===== src/rtl/rob_pkg.sv =====
package rob_pkg;

    typedef enum logic [0:0] {
        ST_ORDERED = 1'b0,
        ST_ARRIVAL = 1'b1
    } rob_mode_e;

endpackage


===== src/rtl/rob_seq_ctrl.sv =====
module rob_seq_ctrl
    import rob_pkg::*;
#(
    parameter int DEPTH = 16,
    localparam int IDX_W = $clog2(DEPTH),
    localparam int SEQ_W = IDX_W + 1
) (
    input  logic             clk,
    input  logic             rst_n,
    input  logic             mode_arrival,
    input  logic             iss_valid,
    input  logic             ret_fire,
    output logic             iss_ready,
    output logic             iss_fire,
    output logic             empty,
    output logic [SEQ_W-1:0] head,
    output logic [SEQ_W-1:0] tail,
    output rob_mode_e        state_q
);

    rob_mode_e        state_d;
    logic [SEQ_W-1:0] head_q;
    logic [SEQ_W-1:0] tail_q;
    logic [SEQ_W-1:0] count;
    logic             full;

    // state and pointer registers
    always_ff @(posedge clk or negedge rst_n) begin
        if (!rst_n) begin
            state_q <= ST_ORDERED;
            head_q  <= '0;
            tail_q  <= '0;
        end else begin
            state_q <= state_d;
            if (iss_fire) tail_q <= tail_q + SEQ_W'(1);
            if (ret_fire) head_q <= head_q + SEQ_W'(1);
        end
    end

    // next-state: mode changes only while nothing is outstanding
    always_comb begin
        state_d = state_q;
        unique case (state_q)
            ST_ORDERED: if (mode_arrival && empty)  state_d = ST_ARRIVAL;
            ST_ARRIVAL: if (!mode_arrival && empty) state_d = ST_ORDERED;
            default:    state_d = ST_ORDERED;
        endcase
    end

    // outputs
    always_comb begin
        count     = tail_q - head_q;
        empty     = (count == '0);
        full      = (count == SEQ_W'(DEPTH));
        iss_ready = !full;
        iss_fire  = iss_valid && !full;
        head      = head_q;
        tail      = tail_q;
    end

    assert_count_bound_R2: assert property (@(posedge clk) disable iff (!rst_n)
        count <= SEQ_W'(DEPTH));

    assert_mode_hold_R8: assert property (@(posedge clk) disable iff (!rst_n)
        !empty |=> state_q == $past(state_q));

    assert_no_ret_empty_R4: assert property (@(posedge clk) disable iff (!rst_n)
        ret_fire |-> !empty);

endmodule


===== src/rtl/rob_order_store.sv =====
module rob_order_store #(
    parameter int DEPTH  = 16,
    parameter int DATA_W = 32,
    localparam int IDX_W = $clog2(DEPTH)
) (
    input  logic              clk,
    input  logic              rst_n,
    input  logic              wr_en,
    input  logic [IDX_W-1:0]  wr_idx,
    input  logic [DATA_W-1:0] wr_data,
    input  logic              clr_en,
    input  logic [IDX_W-1:0]  clr_idx,
    input  logic [IDX_W-1:0]  rd_idx,
    output logic              rd_done,
    output logic [DATA_W-1:0] rd_data
);

    logic [DEPTH-1:0]  done_q;
    logic [DATA_W-1:0] data_q [DEPTH];
    logic [DEPTH-1:0]  hit_wr;
    logic [DEPTH-1:0]  hit_clr;

    for (genvar gi = 0; gi < DEPTH; gi++) begin : g_dec
        assign hit_wr[gi]  = wr_en  && (wr_idx  == IDX_W'(gi));
        assign hit_clr[gi] = clr_en && (clr_idx == IDX_W'(gi));
    end

    always_ff @(posedge clk or negedge rst_n) begin
        if (!rst_n) begin
            done_q <= '0;
        end else begin
            for (int i = 0; i < DEPTH; i++) begin
                if (hit_wr[i])       done_q[i] <= 1'b1;
                else if (hit_clr[i]) done_q[i] <= 1'b0;
            end
        end
    end

    always_ff @(posedge clk) begin
        for (int i = 0; i < DEPTH; i++) begin
            if (hit_wr[i]) data_q[i] <= wr_data;
        end
    end

    assign rd_done = done_q[rd_idx];
    assign rd_data = data_q[rd_idx];

    assert_retire_done_R3: assert property (@(posedge clk) disable iff (!rst_n)
        clr_en |-> done_q[clr_idx]);

endmodule


===== src/rtl/rob_arrival_fifo.sv =====
module rob_arrival_fifo #(
    parameter int DEPTH = 16,
    parameter int W     = 37,
    localparam int IDX_W = $clog2(DEPTH),
    localparam int PTR_W = IDX_W + 1
) (
    input  logic         clk,
    input  logic         rst_n,
    input  logic         push,
    input  logic [W-1:0] push_data,
    input  logic         pop,
    output logic         empty,
    output logic [W-1:0] head_data
);

    logic [W-1:0]     mem [DEPTH];
    logic [PTR_W-1:0] wptr_q;
    logic [PTR_W-1:0] rptr_q;
    logic             full;

    always_ff @(posedge clk or negedge rst_n) begin
        if (!rst_n) begin
            wptr_q <= '0;
            rptr_q <= '0;
        end else begin
            if (push) wptr_q <= wptr_q + PTR_W'(1);
            if (pop)  rptr_q <= rptr_q + PTR_W'(1);
        end
    end

    always_ff @(posedge clk) begin
        if (push) mem[wptr_q[IDX_W-1:0]] <= push_data;
    end

    assign empty     = (wptr_q == rptr_q);
    assign full      = (wptr_q[IDX_W-1:0] == rptr_q[IDX_W-1:0]) &&
                       (wptr_q[IDX_W] != rptr_q[IDX_W]);
    assign head_data = mem[rptr_q[IDX_W-1:0]];

    assert_no_overflow_R7: assert property (@(posedge clk) disable iff (!rst_n)
        push |-> !full);

    assert_no_underflow_R7: assert property (@(posedge clk) disable iff (!rst_n)
        pop |-> !empty);

endmodule


===== src/rtl/resp_order_buf.sv =====
module resp_order_buf
    import rob_pkg::*;
#(
    parameter int DEPTH  = 16,
    parameter int DATA_W = 32,
    localparam int IDX_W = $clog2(DEPTH),
    localparam int SEQ_W = IDX_W + 1
) (
    input  logic              clk,
    input  logic              rst_n,
    input  logic              mode_arrival,
    input  logic              iss_valid,
    output logic              iss_ready,
    output logic [SEQ_W-1:0]  iss_seq,
    input  logic              rsp_valid,
    input  logic [SEQ_W-1:0]  rsp_seq,
    input  logic [DATA_W-1:0] rsp_data,
    output logic              ret_valid,
    output logic [SEQ_W-1:0]  ret_seq,
    output logic [DATA_W-1:0] ret_data
);

    localparam int FIFO_W = SEQ_W + DATA_W;

    rob_mode_e         state_q;
    logic              iss_fire;
    logic              empty;
    logic [SEQ_W-1:0]  head;
    logic [SEQ_W-1:0]  tail;
    logic              ret_fire;
    logic              ord_ret;
    logic              arr_ret;
    logic              head_done;
    logic [DATA_W-1:0] head_word;
    logic              fifo_empty;
    logic [FIFO_W-1:0] fifo_head;
    logic              ord_wr;
    logic              arr_push;

    logic              ret_valid_q;
    logic [SEQ_W-1:0]  ret_seq_q;
    logic [DATA_W-1:0] ret_data_q;

    rob_seq_ctrl #(.DEPTH(DEPTH)) u_ctrl (
        .clk          (clk),
        .rst_n        (rst_n),
        .mode_arrival (mode_arrival),
        .iss_valid    (iss_valid),
        .ret_fire     (ret_fire),
        .iss_ready    (iss_ready),
        .iss_fire     (iss_fire),
        .empty        (empty),
        .head         (head),
        .tail         (tail),
        .state_q      (state_q)
    );

    assign ord_wr   = rsp_valid && (state_q == ST_ORDERED);
    assign arr_push = rsp_valid && (state_q == ST_ARRIVAL);

    rob_order_store #(.DEPTH(DEPTH), .DATA_W(DATA_W)) u_store (
        .clk     (clk),
        .rst_n   (rst_n),
        .wr_en   (ord_wr),
        .wr_idx  (rsp_seq[IDX_W-1:0]),
        .wr_data (rsp_data),
        .clr_en  (ord_ret),
        .clr_idx (head[IDX_W-1:0]),
        .rd_idx  (head[IDX_W-1:0]),
        .rd_done (head_done),
        .rd_data (head_word)
    );

    rob_arrival_fifo #(.DEPTH(DEPTH), .W(FIFO_W)) u_fifo (
        .clk       (clk),
        .rst_n     (rst_n),
        .push      (arr_push),
        .push_data ({rsp_seq, rsp_data}),
        .pop       (arr_ret),
        .empty     (fifo_empty),
        .head_data (fifo_head)
    );

    // retire selection: oldest-and-done, or arrival head
    always_comb begin
        ord_ret = 1'b0;
        arr_ret = 1'b0;
        unique case (state_q)
            ST_ORDERED: ord_ret = !empty && head_done;
            ST_ARRIVAL: arr_ret = !fifo_empty;
            default: ;
        endcase
        ret_fire = ord_ret || arr_ret;
    end

    always_ff @(posedge clk or negedge rst_n) begin
        if (!rst_n) begin
            ret_valid_q <= 1'b0;
            ret_seq_q   <= '0;
            ret_data_q  <= '0;
        end else begin
            ret_valid_q <= ret_fire;
            if (ord_ret) begin
                ret_seq_q  <= head;
                ret_data_q <= head_word;
            end else if (arr_ret) begin
                ret_seq_q  <= fifo_head[FIFO_W-1:DATA_W];
                ret_data_q <= fifo_head[DATA_W-1:0];
            end
        end
    end

    assign iss_seq   = tail;
    assign ret_valid = ret_valid_q;
    assign ret_seq   = ret_seq_q;
    assign ret_data  = ret_data_q;

    assert_one_path_R5: assert property (@(posedge clk) disable iff (!rst_n)
        !(ord_ret && arr_ret));

    assert_order_rsp_R3: assert property (@(posedge clk) disable iff (!rst_n)
        (ord_wr && !empty) |-> ((rsp_seq - head) < (tail - head)));

endmodule


===== config.mk =====
export PLATFORM = sky130hd
export DESIGN_NAME = resp_order_buf
export DESIGN_NICKNAME = d
export VERILOG_FILES = /design/src/rtl/rob_pkg.sv /design/src/rtl/rob_seq_ctrl.sv /design/src/rtl/rob_order_store.sv /design/src/rtl/rob_arrival_fifo.sv /design/src/rtl/resp_order_buf.sv
export SDC_FILE = /design/constraint.sdc
export NUM_CORES = 1
export LEC_CHECK = 0
export ABC_CLOCK_PERIOD_IN_PS = 6930
export BUFFER_PORTS_ARGS = -buffer_cell sky130_fd_sc_hd__buf_4
export CORE_MARGIN = 2
export CORE_UTILIZATION = 38
export DETAILED_ROUTE_END_ITERATION = 10
export PLACE_DENSITY_LB_ADDON = 0.12
export SETUP_SLACK_MARGIN = 0.02
export SYNTH_ARGS = -nofsm -noshare
export SYNTH_HDL_FRONTEND = slang
export SYNTH_HIERARCHICAL = 1
export SYNTH_SLANG_ARGS = --single-unit
export TNS_END_PERCENT = 5

===== constraint.sdc =====
create_clock -name clk -period 6.93 [get_ports clk]
set_clock_uncertainty 0.1 [all_clocks]
set_input_delay 1.386 -clock clk [delete_from_list [all_inputs] [get_ports clk]]
set_output_delay 1.386 -clock clk [all_outputs]
set_load 0.005 [all_outputs]

==> results.yml <==
floorplanning:
  core_area_um2: 119700
  start_util_pct: 38.21
  die_h_um: 350.9
  dieArea_um2: 123100
  die_x_um: 350.9
  io_pins: 86
  core.rowCount: 127
cts:
  hold_buffers: 0
  htreeDepth: 4
  cts_root_buf: "clkbuf_16"
  postCtsSetupRepairBufs: 0
  ctsResizeCount: 0
  insertion_delay_ps: 750
  clk_path_buf_depth: 3
  clock-sinks: 1179
  clk_pin_slew_worst_paths_ps: 60
  cts_tree: "done"
  cts_buffers: 131
layout:
  postLayoutCoreUtil_pct: 43.89
  nets: 2360
  drive_above_1_share_pct: 25.09
  area_growth_syn_to_layout_pct: 14.86
drt:
  drtPass1Iterations: 5
  top_layer_used: "met5"
  vias_per_cell: 5.537
  wl_met2_mm: 56.57
  route.detailed.drc: 0
  wl_met3_mm: 6.688
  dr.first_iter.drc_count: 2153
  antenna_left: 0
  wl_per_cell_um: 29.71
  drt-met1-wl_mm: 53.81
  vias: 22290
  wl_mm: 119.6
critical_path:
  slowest_delay_ps: 850
  path_max_fanout: 15
  crit_chain: "inv_1 -> ha_1 -> a21oi_1 -> a21o_1 -> and2_1 -> nand3_1 -> buf_4"
  cp_num_buf_inv: 2
  worstPathRequired_ps: 5440
  cp_top_family: "flip-flops"
  endpoint_kind: "output pin"
  critPathKind: "flop to output pin"
  critPathSlowestCell: "dfrtp_1"
  critPathLaunchType: "flop"
  arrival_ps: 2910
global_route:
  grt_pass1_wl_mm: 170.7
  grt_pass1_vias: 22860
  grt_usage_pct: 19.74
  grt_start_max_net_pins: 137
  grt_remaining_overflow: 0
  antenna_found_initial: 9
synth:
  seq_area_frac_synth_pct: 76.61
  synth.avg_cell_area_um2: 21.19
  netlist_instances: 2158
  syn_nets: 2212
  yosysWarnings: 6
  synth_enable_flop_cells: 1104
  async_reset_ff_share_pct: 6.361
  syn_area_um2: 45720
  ys_seq_elements: 1179
  yosysUniqueCellTypes: 46
  synthFlopType: "edfxtp_1"
timing:
  maxSlewViolCount: 0
  fmax_ghz: 0.2277
  finalSetupTns_ps: 0
  setup_viol_count_final: 0
  finalHoldViolCount: 0
  min_period_over_period_pct: 63.37
  worst_slack_ps: 2538
  rsz0062_at_grt: "false"
  worst_slew_pin_slew_ps: 1084
  fin_crit_ps: 4392
  slew_headroom_pct: 27.72
power_and_ir_drop:
  ir_drop_uv: 317.9
  powerDensity_nw_per_um2: 414.8
  power.leakage_nw: 17.05
placement:
  dp_slack_ps: 2872
  io_buffers: 85
  gp_congestion: 0.7366
  dp_hpwl_mm: 62.63
min_path:
  hold_class: "flop to flop"
run:
  cap_viol_max_count: 0
status:
  outcome: "complete, no violations"
[final timing paths]
| check | start | to | slack, ps | depth (start not counted) |
|---|---|---|---|---|
| hold reg to reg | u_fifo/rptr_q[4] | u_fifo/rptr_q[4] | 400 | 1 |
| setup reg to reg | u_ctrl/head[0] | ret_data[0] | 2920 | 7 |
| max in group asynchronous | rst_n | u_ctrl/head[0] | 4950 | 2 |
| hold / removal | u_fifo/rptr_q[4] | u_fifo/rptr_q[4] | 400 | 1 |
| setup / recovery | u_ctrl/head[3] | iss_ready | 2540 | 7 |
| min in group asynchronous | rst_n | ret_data[1] | 410 | 1 |
[sequential cells by signal, indices dropped and copies added, names as in the netlist, named ones only]
register        flops
u_fifo/rptr_q       5
u_ctrl/head         5
ret_seq             5
u_ctrl/tail         5
ret_valid           1
u_fifo/wptr_q       5
ret_data           32
u_fifo/mem        592
u_store/done_q     16
u_store/data_q    512
[worst register-to-register path, stage by stage, from the launching register on]
cell and delay [ps]:
dfrtp_4 920, buf_12 630, buf_4 800, mux4_2 620, a22oi_1 260, nand2_1 90, nor2_1 350, a21oi_1 70
[synth_stat cells, types with 3 or more instances]
cell | n | area, um^2
xor2_1 | 7 | 61.31
buf_2 | 45 | 225.2
buf_6 | 17 | 191.4
nand2b_1 | 15 | 93.84
buf_4 | 3 | 22.52
o21ai_1 | 37 | 185.2
nor3_1 | 7 | 35.03
and2_1 | 4 | 25.02
nor2_1 | 64 | 240.2
nand3b_1 | 4 | 30.03
mux4_2 | 227 | 5112
a32oi_1 | 37 | 324.1
a21oi_1 | 37 | 185.2
o21ai_0 | 26 | 130.1
dfrtp_1 | 75 | 1877
xnor2_1 | 16 | 140.1
ha_1 | 12 | 150.1
a22oi_1 | 103 | 773.2
inv_1 | 11 | 41.29
mux4_1 | 16 | 420.4
buf_1 | 5 | 18.77
mux2i_1 | 148 | 1481
nand2_1 | 50 | 187.7
nor2b_1 | 4 | 25.02
clkbuf_1 | 42 | 157.7
nand3_1 | 6 | 30.03
edfxtp_1 | 1104 | 33150
buf_12 | 6 | 120.1
nand4_1 | 6 | 37.54
or3b_1 | 3 | 26.28
[area by class of cell]
class | count | area [um^2]
Antenna cell | 2 | 5.005
Clock buffer | 163 | 3523
Clock inverter | 75 | 673.1
Fill cell | 10210 | 67140
Inverter | 11 | 41.29
Multi-Input combinational cell | 847 | 10150
Sequential cell | 1179 | 35050
Tap cell | 1612 | 2017
Timing Repair Buffer | 136 | 1059
[layout by cell type (no fill, tap or decap), types with 14 or more instances in the layout]
cell | Yosys | layout
clkbuf_16 | 0 | 135
dfrtp_1 | 75 | 70
nand2_1 | 50 | 50
clkinv_2 | 0 | 21
buf_4 | 3 | 133
clkbuf_1 | 42 | 24
mux4_2 | 227 | 227
mux2i_1 | 148 | 148
nor2_4 | 0 | 28
a22oi_1 | 103 | 103
o21ai_1 | 37 | 37
edfxtp_1 | 1104 | 1104
a21oi_1 | 37 | 37
a32oi_1 | 37 | 37
o21ai_0 | 26 | 26
nor2_1 | 64 | 36
xnor2_1 | 16 | 16
clkinv_1 | 0 | 29
mux4_1 | 16 | 16
nand2b_1 | 15 | 14
[metal layers]
metal	track usage [%]	vias to the layer above
met5	0	-
met4	5.404	2
met3	3.337	156
met2	31.10	707
met1	28.44	12110
li1	-	9311
[stage by stage]
step | cells | cell area (um^2) | hold WS (ps) | total power, W
final | 4025 | 52520 | 404.2 | 0.02178
after global routing | 4023 | 52510 | 393.9 | 0.02278
after CTS | 4023 | 52510 | 375.0 | 0.02210
after detailed placement | 3785 | 48310 | 390.7 | 0.01530
after global placement | 3785 | 48310 | 379.7 | 0.01525
after floorplan | 2158 | 45720 | 357.6 | 0.01315
[power by group]
| part | internal [W] | switching (W) |
|---|---|---|
| combinational | 0.00262 | 0.00349 |
| clock | 0.00399 | 0.00277 |
| sequential | 0.00828 | 0.000628 |
[cell families after synthesis]
kind of cell	Yosys count	synth area share (%)
AO/OA/AOI/OAI	249	3.705
XOR/XNOR	24	0.4762
adder cells (fa/ha/maj)	12	0.3284
buffers and inverters	132	1.782
flip-flops	1179	76.61
multiplexers	394	15.42
AND/OR/NAND/NOR	168	1.672
(Power assumes the default switching activity.)
